===== src/rtl/pwr_pkg.sv =====
// Package: shared mode encoding and fault-bit positions for the power-mode controller.
// Assumes: consumers index the fault vector with the F_* constants.
package pwr_pkg;
    typedef enum logic [2:0] {
        M_SHDN  = 3'd0,
        M_BATT  = 3'd1,
        M_INPUT = 3'd2,
        M_ODIS  = 3'd3,
        M_FOFF  = 3'd4
    } pmode_t;

    localparam int F_OVCHG = 0;
    localparam int F_OTEMP = 1;
    localparam int F_OCP   = 2;
    localparam int F_SHORT = 3;
    localparam int F_ODIS  = 4;
    localparam int NFLT    = 5;
endpackage


===== src/rtl/pwr_qual.sv =====
// Module: tick-based qualifier. Counts ticks while cond is high, clears at once when it drops.
// done is high while cond is high and LIMIT ticks have been counted.
// Assumes: LIMIT >= 1; tick is a single-cycle pulse.
module pwr_qual #(
    parameter int unsigned LIMIT = 10
) (
    input  logic clk,
    input  logic rst_n,
    input  logic tick,
    input  logic cond,
    output logic done
);
    localparam int CW = $clog2(LIMIT + 1);
    localparam logic [CW-1:0] LIM_V = CW'(LIMIT);

    logic [CW-1:0] cnt;

    // Saturating tick counter, cleared whenever the condition is absent.
    always_ff @(posedge clk) begin
        if (!rst_n)                      cnt <= '0;
        else if (!cond)                  cnt <= '0;
        else if (tick && cnt != LIM_V)   cnt <= cnt + 1'b1;
    end

    // Qualified output.
    assign done = cond && (cnt == LIM_V);

    p_clear_on_drop_r2: assert property (@(posedge clk) disable iff (!rst_n)
        !cond |=> (cnt == '0));
endmodule


===== src/rtl/pwr_reconnect.sv =====
// Module: input reconnect detector. Pulses reconn for one cycle when in_ok rises
// after at least one tick was seen with in_ok low.
// Assumes: in_ok is synchronous to clk.
module pwr_reconnect (
    input  logic clk,
    input  logic rst_n,
    input  logic tick,
    input  logic in_ok,
    output logic reconn
);
    logic low_seen;

    // Remember a tick spent with the input absent; forget it once input returns.
    always_ff @(posedge clk) begin
        if (!rst_n)              low_seen <= 1'b0;
        else if (in_ok)          low_seen <= 1'b0;
        else if (tick)           low_seen <= 1'b1;
    end

    // First cycle of a valid input after a qualified absence.
    assign reconn = in_ok && low_seen;

    p_reconn_after_low_r11: assert property (@(posedge clk) disable iff (!rst_n)
        reconn |-> !$past(in_ok));
endmodule


===== src/rtl/pwr_mode_fsm.sv =====
// Module: operating-mode state machine with over-discharge pending flag and
// fault-off cause flags.
// Assumes: all qualified inputs come from pwr_qual instances driven by the same tick.
module pwr_mode_fsm
    import pwr_pkg::*;
(
    input  logic   clk,
    input  logic   rst_n,
    input  logic   in_ok,
    input  logic   in_q,
    input  logic   wake_q,
    input  logic   wake_pin,
    input  logic   shdn_pin,
    input  logic   rail_short,
    input  logic   ocp_q,
    input  logic   odc_q,
    input  logic   batt_rel,
    output pmode_t mode,
    output logic   odis_pend,
    output logic   ocp_flag,
    output logic   short_flag
);
    pmode_t nxt;

    // Next-mode selection; input presence has top priority in every mode.
    always_comb begin
        nxt = mode;
        case (mode)
            M_INPUT: if (!in_ok) nxt = odis_pend ? M_ODIS : M_BATT;
            M_BATT: begin
                if (in_ok)                      nxt = M_INPUT;
                else if (rail_short || ocp_q)   nxt = M_FOFF;
                else if (odc_q)                 nxt = M_ODIS;
                else if (shdn_pin && !wake_pin) nxt = M_SHDN;
            end
            M_SHDN: begin
                if (in_q)        nxt = M_INPUT;
                else if (wake_q) nxt = M_BATT;
            end
            M_ODIS: if (in_ok) nxt = M_INPUT;
            M_FOFF: begin
                if (in_ok)       nxt = M_INPUT;
                else if (wake_q) nxt = M_BATT;
            end
            default: nxt = M_SHDN;
        endcase
    end

    // Mode register.
    always_ff @(posedge clk) begin
        if (!rst_n) mode <= M_SHDN;
        else        mode <= nxt;
    end

    // Over-discharge pending: set on entry, cleared once release is seen on input power.
    always_ff @(posedge clk) begin
        if (!rst_n)                                odis_pend <= 1'b0;
        else if (mode != M_ODIS && nxt == M_ODIS)  odis_pend <= 1'b1;
        else if (mode == M_INPUT && batt_rel)      odis_pend <= 1'b0;
    end

    // Fault-off cause flags: recorded on entry, cleared on leaving fault off.
    always_ff @(posedge clk) begin
        if (!rst_n) begin
            ocp_flag   <= 1'b0;
            short_flag <= 1'b0;
        end else if (mode == M_BATT && nxt == M_FOFF) begin
            short_flag <= rail_short;
            ocp_flag   <= ocp_q;
        end else if (mode == M_FOFF && nxt != M_FOFF) begin
            short_flag <= 1'b0;
            ocp_flag   <= 1'b0;
        end
    end

    p_short_off_r5: assert property (@(posedge clk) disable iff (!rst_n)
        (mode == M_BATT && !in_ok && rail_short) |=> (mode == M_FOFF));
    p_input_holds_r6: assert property (@(posedge clk) disable iff (!rst_n)
        (mode == M_INPUT && in_ok) |=> (mode == M_INPUT));
    p_odis_return_r3: assert property (@(posedge clk) disable iff (!rst_n)
        (mode == M_INPUT && !in_ok && odis_pend) |=> (mode == M_ODIS));
endmodule


===== src/rtl/batt_pwr_ctrl.sv =====
// Module: top of the battery protection and power-mode controller.
// Builds the per-condition qualifiers, the reconnect detector, the mode FSM,
// the charge-fault latches and the output decode.
// Assumes: tick pulses once per millisecond; all flags are synchronous to clk.
module batt_pwr_ctrl
    import pwr_pkg::*;
#(
    parameter int unsigned ODC_MS  = 60,
    parameter int unsigned OCP_MS  = 10,
    parameter int unsigned INQ_MS  = 240,
    parameter int unsigned WAKE_MS = 1200,
    parameter int unsigned OVC_MS  = 1200
) (
    input  logic            clk,
    input  logic            rst_n,
    input  logic            tick,
    input  logic            in_ok,
    input  logic            batt_low,
    input  logic            batt_rel,
    input  logic            dis_oc,
    input  logic            rail_short,
    input  logic            ovchg,
    input  logic            die_hot,
    input  logic            shdn_pin,
    input  logic            wake_pin,
    input  logic            meas_req,
    output logic            sys_en,
    output logic            ldo_en,
    output logic            chg_en,
    output logic            meas_en,
    output logic [NFLT-1:0] fault
);
    localparam int Q_IN   = 0;
    localparam int Q_WAKE = 1;
    localparam int Q_ODC  = 2;
    localparam int Q_OCP  = 3;
    localparam int Q_OVC  = 4;
    localparam int NQ     = 5;
    localparam int unsigned LIMS [NQ] = '{INQ_MS, WAKE_MS, ODC_MS, OCP_MS, OVC_MS};

    pmode_t        mode;
    logic [NQ-1:0] q_cond;
    logic [NQ-1:0] q_done;
    logic          reconn;
    logic          odis_pend, ocp_flag, short_flag;
    logic          ovc_lat, otemp_lat;
    logic          on_mode;

    // Qualification conditions for each deglitched event.
    always_comb begin
        q_cond         = '0;
        q_cond[Q_IN]   = in_ok;
        q_cond[Q_WAKE] = wake_pin && batt_rel && !in_ok;
        q_cond[Q_ODC]  = batt_low && !in_ok && (mode == M_BATT);
        q_cond[Q_OCP]  = dis_oc && !in_ok && (mode == M_BATT);
        q_cond[Q_OVC]  = ovchg && in_ok;
    end

    for (genvar q = 0; q < NQ; q++) begin : g_qual
        pwr_qual #(.LIMIT(LIMS[q])) u_qual (
            .clk  (clk),
            .rst_n(rst_n),
            .tick (tick),
            .cond (q_cond[q]),
            .done (q_done[q])
        );
    end

    pwr_reconnect u_reconn (
        .clk   (clk),
        .rst_n (rst_n),
        .tick  (tick),
        .in_ok (in_ok),
        .reconn(reconn)
    );

    pwr_mode_fsm u_fsm (
        .clk       (clk),
        .rst_n     (rst_n),
        .in_ok     (in_ok),
        .in_q      (q_done[Q_IN]),
        .wake_q    (q_done[Q_WAKE]),
        .wake_pin  (wake_pin),
        .shdn_pin  (shdn_pin),
        .rail_short(rail_short),
        .ocp_q     (q_done[Q_OCP]),
        .odc_q     (q_done[Q_ODC]),
        .batt_rel  (batt_rel),
        .mode      (mode),
        .odis_pend (odis_pend),
        .ocp_flag  (ocp_flag),
        .short_flag(short_flag)
    );

    // Overcharge latch: set by qualified overcharge, cleared only by reconnect.
    always_ff @(posedge clk) begin
        if (!rst_n)              ovc_lat <= 1'b0;
        else if (q_done[Q_OVC])  ovc_lat <= 1'b1;
        else if (reconn)         ovc_lat <= 1'b0;
    end

    // Over-temperature latch: set while hot, cleared only by reconnect.
    always_ff @(posedge clk) begin
        if (!rst_n)       otemp_lat <= 1'b0;
        else if (die_hot) otemp_lat <= 1'b1;
        else if (reconn)  otemp_lat <= 1'b0;
    end

    // Output decode from mode, latches and live fault flags.
    always_comb begin
        on_mode          = (mode == M_INPUT) || (mode == M_BATT);
        sys_en           = on_mode;
        ldo_en           = on_mode;
        chg_en           = (mode == M_INPUT) && !ovc_lat && !otemp_lat;
        meas_en          = meas_req && on_mode && !dis_oc && !rail_short;
        fault            = '0;
        fault[F_OVCHG]   = ovc_lat;
        fault[F_OTEMP]   = otemp_lat;
        fault[F_OCP]     = ocp_flag;
        fault[F_SHORT]   = short_flag;
        fault[F_ODIS]    = odis_pend;
    end

    p_ovc_hold_r8: assert property (@(posedge clk) disable iff (!rst_n)
        (ovc_lat && !reconn) |=> ovc_lat);
    p_otemp_hold_r9: assert property (@(posedge clk) disable iff (!rst_n)
        (otemp_lat && !reconn) |=> otemp_lat);
endmodule


===== config.mk =====
export PLATFORM = sky130hd
export DESIGN_NAME = batt_pwr_ctrl
export DESIGN_NICKNAME = d
export VERILOG_FILES = /design/src/rtl/pwr_pkg.sv /design/src/rtl/pwr_qual.sv /design/src/rtl/pwr_reconnect.sv /design/src/rtl/pwr_mode_fsm.sv /design/src/rtl/batt_pwr_ctrl.sv
export SDC_FILE = /design/constraint.sdc
export NUM_CORES = 1
export LEC_CHECK = 0
export ABC_CLOCK_PERIOD_IN_PS = 2000
export BUFFER_PORTS_ARGS = -buffer_cell sky130_fd_sc_hd__buf_2
export CAP_MARGIN = 20
export CORE_MARGIN = 2
export CORE_UTILIZATION = 40
export DETAILED_ROUTE_END_ITERATION = 7
export HOLD_SLACK_MARGIN = 0.03
export PLACE_DENSITY = 0.68
export SLEW_MARGIN = 20
export SYNTH_ARGS = -nofsm -noshare
export SYNTH_HDL_FRONTEND = slang
export SYNTH_HIERARCHICAL = 1
export SYNTH_SLANG_ARGS = --single-unit

===== constraint.sdc =====
create_clock -name clk -period 2 [get_ports clk]
set_clock_uncertainty 0.2 [all_clocks]
set_input_delay 0 -clock clk [delete_from_list [all_inputs] [get_ports clk]]
set_output_delay 0 -clock clk [all_outputs]
set_load 0.03 [all_outputs]

## After elaboration in Yosys (flattened, before gate mapping)

Index checks and enable logic that the tools add are counted.

- Register bits after elaboration: 49
- Input port bits: 13
- Output and inout bits: 9
- Word-level logic and storage cells: 102

- Add/sub/neg operators: 5
- Eq/ne operators: 18
- Mux-type cells: 19
- Bitwise gates (word level): 1
- Reductions and logical operators: 47

Operators by type and width:

| kind | count |
|---|---|
| $logic_and A1 B1 Y1 | 28 |
| $mux W3 | 9 |
| $add A11 B1 Y11 const B | 2 |
| $eq A11 B11 Y1 const B | 2 |
| $ne A11 B11 Y1 const B | 2 |
| $pmux W3 S5 | 1 |
| $reduce_and A2 Y1 | 5 |
| $eq A3 B2 Y1 const B | 3 |
| $add A8 B1 Y8 const B | 1 |
| $eq A8 B8 Y1 const B | 1 |
| $mux W1 | 8 |
| $ne A8 B8 Y1 const B | 1 |
| $reduce_bool A2 Y1 | 4 |
| $add A6 B1 Y6 const B | 1 |
| $eq A3 B3 Y1 const B | 2 |
| $eq A6 B6 Y1 const B | 1 |
| $logic_not A1 Y1 | 6 |
| $ne A6 B6 Y1 const B | 1 |
| $add A4 B1 Y4 const B | 1 |
| $eq A4 B4 Y1 const B | 1 |
| $ne A4 B4 Y1 const B | 1 |
| $eq A3 B1 Y1 const B | 1 |
| $logic_not A3 Y1 | 1 |
| $ne A3 B2 Y1 const B | 1 |
| other kinds (5) | 6 |

## Logic depth before layout (Yosys ltp)

- Depth in word-level cells: 12
- Depth in mapped cells: 9
- Gate-level depth less buffers: 9

## Hierarchy

Netlist, hierarchy kept.

Modules (own cells, without submodules):

| module | instances | cells an instance | area each (µm²) | seq. area each (µm²) |
|---|---|---|---|---|
| pwr_qual (g_qual[1].u_qual ...) | 2 | 70 | 589.3 | 220.2 |
| pwr_qual (g_qual[0].u_qual) | 1 | 47 | 415.4 | 160.2 |
| pwr_mode_fsm | 1 | 49 | 366.6 | 120.1 |
| pwr_qual (g_qual[2].u_qual) | 1 | 36 | 345.3 | 120.1 |
| pwr_qual (g_qual[3].u_qual) | 1 | 24 | 219.0 | 80.1 |
| batt_pwr_ctrl | 1 | 24 | 197.7 | 40.0 |
| pwr_reconnect | 1 | 4 | 43.8 | 20.0 |

## Least setup slack after synthesis

Ideal clock, no wire load.

- Path type: register to register
- From: register u_fsm.mode[2]
- To: register u_fsm.ocp_flag
- Setup time: 117 ps
- Arrival time: 1733 ps
- Required time: 1683 ps
- Slack: -50 ps
- Cell stages (with the launch flop): 10
- Path buffers: 0
- Clock period less this slack: 2050 ps
- Path through: dfxtp_1 > nor4b_2 > and2_1 > inv_1 > nor2_1 > nor2_1 > or3_4 > o21a_1 > a22oi_1 > nor2_1

- Longest elaborated chain between the ends: 10
- Elaborated cells on any way between the ends: 26
- Those cells by class: eq/ne: 6; mux: 11; reduce/logical: 9

RTL lines:

| item | RTL line | RTL |
|---|---|---|
| start, declared | pwr_mode_fsm.sv:18 | `output pmode_t mode,` |
| start signal, assigned | pwr_mode_fsm.sv:52 | `else mode <= nxt;` |
| $eq A3 B1 Y1 * | batt_pwr_ctrl.sv:55 | `q_cond[Q_OCP] = dis_oc && !in_ok && (mode == M_BATT);` |
| $logic_and A1 B1 Y1 * | batt_pwr_ctrl.sv:55 |  |
| named net q_cond[3] | batt_pwr_ctrl.sv:42 | `logic [NQ-1:0] q_cond;` |
| $logic_and A1 B1 Y1 * | pwr_qual.sv:26 | `assign done = cond && (cnt == LIM_V);` |
| named net q_done[3] | batt_pwr_ctrl.sv:43 | `logic [NQ-1:0] q_done;` |
| $logic_or A1 B1 Y1 | pwr_mode_fsm.sv:32 | `else if (rail_short \|\| ocp_q) nxt = M_FOFF;` |
| $mux W3 | pwr_mode_fsm.sv:32 |  |
| $mux W3 | pwr_mode_fsm.sv:31 | `if (in_ok) nxt = M_INPUT;` |
| $pmux W3 S5 | pwr_mode_fsm.sv:28 | `case (mode)` |
| $eq A3 B3 Y1 / $ne A3 B3 Y1 (equally long branches) | pwr_mode_fsm.sv:67, pwr_mode_fsm.sv:70 |  |
| $logic_and A1 B1 Y1 (on tied branches) | pwr_mode_fsm.sv:67, pwr_mode_fsm.sv:70 |  |
| $mux W1 / $reduce_bool A2 Y1 (equally long branches) | n/a |  |
| end signal, assigned | pwr_mode_fsm.sv:69 | `ocp_flag <= ocp_q;` |
| end, declared | pwr_mode_fsm.sv:20 | `output logic ocp_flag,` |

Mark *: on every way through the listed nets, which the timed path passes. The rest lies on a longest branch.
A chain may end at the register's enable or synchronous reset.

## Worst setup path in the final report

- From: register g_qual[1].u_qual.cnt[9]
- To: register u_fsm.odis_pend

- Longest elaborated chain between the ends: 8
- Elaborated cells on any way between the ends: 10
- Those cells by class: eq/ne: 2; mux: 5; reduce/logical: 3

RTL lines:

| item | RTL line | RTL |
|---|---|---|
| start, declared | pwr_qual.sv:16 | `logic [CW-1:0] cnt;` |
| start signal, assigned | pwr_qual.sv:22 | `else if (tick && cnt != LIM_V) cnt <= cnt + 1'b1;` |
| $eq A11 B11 Y1 * | pwr_qual.sv:26 |  |
| $logic_and A1 B1 Y1 * | pwr_qual.sv:26 |  |
| named net q_done[1] | batt_pwr_ctrl.sv:43 |  |
| $mux W3 * | pwr_mode_fsm.sv:38, pwr_mode_fsm.sv:43 |  |
| $mux W3 (on tied branches) | pwr_mode_fsm.sv:42, pwr_mode_fsm.sv:37 |  |
| $pmux W3 S5 * | pwr_mode_fsm.sv:28 |  |
| $eq A3 B2 Y1 * | pwr_mode_fsm.sv:58 | `else if (mode != M_ODIS && nxt == M_ODIS) odis_pend <= 1'b1;` |
| $logic_and A1 B1 Y1 * | pwr_mode_fsm.sv:58 |  |
| $mux W1 / $reduce_bool A2 Y1 (equally long branches) | n/a |  |
| end signal, assigned | pwr_mode_fsm.sv:57 | `if (!rst_n) odis_pend <= 1'b0;` |
| end signal, assigned | pwr_mode_fsm.sv:58 |  |
| end signal, assigned | pwr_mode_fsm.sv:59 | `else if (mode == M_INPUT && batt_rel) odis_pend <= 1'b0;` |
| end, declared | pwr_mode_fsm.sv:19 | `output logic odis_pend,` |

Marks and branches as above.

==> reports/qor.txt <==
synth unique cells: 58
CORE AREA: 6756 sq um
clock buffer depth: 2
CTS Sinks: 49
Cell Rows: 30
worst-margin pin slew: 0.5083 ns
power per cell area: 523.6 nW/um^2
Slew HR: 65.68%
nets: 402
delay-heaviest family, CP: simple AND/OR/NAND/NOR gates
fraction of layout cells with a size suffix above 1: 27.37%
Seq/Total Area, Yosys: 35.46%
final period utilization: 102.1%
# diodes: 0
DRC viols: 0
Post-DP Area: 3060 sq um
Initial Util: 40.94%
total I/O pin count: 22
Congestion Overflow GR: 0
Routed WL: 6399 microns
Top FF cell, synth: dfxtp_1
per-cell routed wire length: 13.91 microns
Buf/Inv on CP: 1
ys async rst share: 0%
most frequent CP cell: nand3_1
worst skew pair latency: 0.30 ns
routed via count: 2602
first-pass GRT wire length: 10690 microns
Slew Limit Fails: 0
R2R setup slack: -0.04 ns
Min Hold Slack: 0.05341 ns
Area Overhead vs Synth: 26.73%
post-route minimum period: 2.041 ns
CP cell instances: or4b_4, nor4_4, buf_4, nor2_1, nand3_1, nand3_1, o31ai_2
unrepaired setup endpoints after global routing: true
Via density: 5.657
leakage power: 1.313 nW
Synthesized Nets: 347
FF/Latch Area: 996.0 sq um
CP startpoint kind: flip-flop
Fmax achieved: 0.4899 GHz
CP max FO: 3
die width: 87.16 microns
Crit-path slowest cell: or4b_4
Synth warnings: 6
initial antenna violation count: 0
Hold Crit Class: primary input to flip-flop
Max stage delay on crit path: 0.56 ns
HPWL after DPL: 4437 microns
Worst Setup End Kind: flip-flop
CP Data Arrival Time: 2.05 ns
final-report hold violation count: 0
CTS tree: built
PortBufs: 21
htree depth: 2
footprint of the multi-input gates: 1773 sq um
Reg clk slew, reported paths: 0.09 ns
TritonCTS Buffers: 5
CP Class: flip-flop to flip-flop
Worst Path Required: 2.01 ns
Root Driver: clkbuf_8
Synth Instances: 324
failing checks: setup timing
Finish-stage setup viols: 3
max cap viols: 0
Final ANT Viol Nets: 0
fin area: 3506 sq um
die area: 7597 sq um
Synth Register Bits: 49
largest net degree at the start of global routing: 22
GPL Wtd Cong: 0.8862
Chip Height: 87.16 microns
mapped cell area: 2766 sq um
Mean Syn Cell Area: 8.538 sq um
GRT Overall Usage: 17.37%
DRT iter0 DRCs: 102
Post-synth EDFFs: 0
vias in the first global route: 2386
1st-pass router iterations: 4
Max IR drop VDD: 0.3296 mV
final worst slack: -0.04129 ns
FILL cells: 629
outcome: finished, violations left
-- per-layer routing --
| metal | up-vias | part of all wire (%) | global-route usage, % |
|---|---|---|---|
| li1 | 1305 | - | - |
| met1 | 1221 | 46 | 22.12 |
| met2 | 62 | 48 | 29.84 |
| met3 | 14 | 3.7 | 3.507 |
| met4 | 0 | 2.0 | 4.755 |
| met5 | - | 0 | 0 |
-- through the flow --
stage | setup slack, ns | power [mW] | TNS, ns | instances | util, %
after floorplan | 0.04142 | 1.056 | 0 | 324 | -
after detailed placement | -0.1074 | 1.104 | -0.1074 | 434 | 45.30
after global routing | -0.1181 | 1.913 | -0.5791 | 460 | 51.89
after CTS | -0.03350 | 1.851 | -0.03350 | 458 | 49.89
final | -0.04129 | 1.836 | -0.08099 | 460 | 51.89
after global placement | -0.002108 | 1.102 | -0.002108 | 434 | 45.30
-- area by class of cell --
| type | count | share of cell area (%) |
|---|---|---|
| flip-flops and latches | 49 | 28.41 |
| clock buffers | 7 | 2.463 |
| inverters | 19 | 2.034 |
| clock inverters | 1 | 0.8565 |
| repair buffers | 60 | 12.81 |
| well taps | 80 | 2.855 |
| multi-input cells | 244 | 50.57 |
-- cells in the final DEF (no fill, tap or decap), types with 4 or more instances in the layout --
cell           synthesis  layout
ha_1                  10       8
nand2_1               32      32
o21a_1                 5       5
nor2_1                18      16
nor4_1                 7       4
buf_4                  7      21
dlygate4sd3_1          0      16
o21ai_0               10      10
nand4_1               13      13
a21oi_1               18      17
buf_2                  1      20
nand3_1               24      24
o311ai_0               5       5
inv_2                  0       4
dfxtp_2                0       9
mux2i_1               10      10
clkbuf_8               0       6
or3_1                  8       8
nand2b_1              10      10
o41ai_1                5       4
inv_1                 19      15
xor2_1                 6       6
dfxtp_1               49      39
-- worst reg2reg max path: cells and delay by family, from the launching register on --
kind / cells / cell delay, ns
simple gates: 5 / 1.01
compound gates: 1 / 0.24
flops: 1 / 0.33
buf+inv: 1 / 0.19
-- timing repair --
item,in CTS,in global routing
hold endpoints to repair,30,3
gates cloned,0,0
gates resized for setup,7,32
hold buffers,16,1
endpoints found under the setup margin,2,13
pin swaps,0,12
setup buffers,0,1
-- final timing paths --
| check | cells past startpoint | to | from |
|---|---|---|---|
| min | 5 | g_qual[2].u_qual/cnt[1]$_SDFFE_PN0P_ | batt_low |
| max | 7 | u_fsm/odis_pend$_SDFFE_PN0P_ | g_qual[1].u_qual/cnt[9]$_SDFFE_PN0P_ |
| min reg2reg | 2 | g_qual[4].u_qual/cnt[9]$_SDFFE_PN0P_ | g_qual[4].u_qual/cnt[9]$_SDFFE_PN0P_ |
| max reg2reg | 7 | u_fsm/odis_pend$_SDFFE_PN0P_ | g_qual[1].u_qual/cnt[9]$_SDFFE_PN0P_ |
-- report_power, final --
part	switching, mW	leakage (nW)	internal, mW	total, mW
clock	0.322	0.0585	0.408	0.730
sequential	0.00443	0.401	0.978	0.983
combinational	0.0677	0.854	0.0558	0.123
total	0.394	1.31	1.44	1.84
-- sequential cells by signal, summed over array words and instances, names as in the netlist --
register           count
u_reconn/low_seen      1
u_fsm/ocp_flag         1
g_qual.u_qual/cnt     40
otemp_lat              1
u_fsm/odis_pend        1
u_fsm/mode             3
ovc_lat                1
u_fsm/short_flag       1
-- kinds of logic after synthesis --
| logic type | share of synthesized area, % |
|---|---|
| simple gates | 33.20 |
| compound gates | 15.79 |
| flops | 35.46 |
| buf+inv | 5.201 |
| mux | 3.618 |
| fa+ha+maj | 4.523 |
| xor+xnor | 2.216 |
-- cells in the mapped netlist (all sizes together) (6+ instances only) --
cell    number  share of area (%)
nand3       26                5.1
mux2i       10                3.6
o21ai       11                2.0
nand2b      10                2.3
ha          10                4.5
nor2        18                2.4
buf          8                2.1
inv         19                2.6
and2         6                1.4
xor2         6                1.9
a21oi       19                3.6
nor3         6                1.6
dfxtp       49                 35
nand4       13                2.9
nand2       34                4.8
or3         10                2.5
nor4         8                2.0
(Power assumes the default switching activity.)
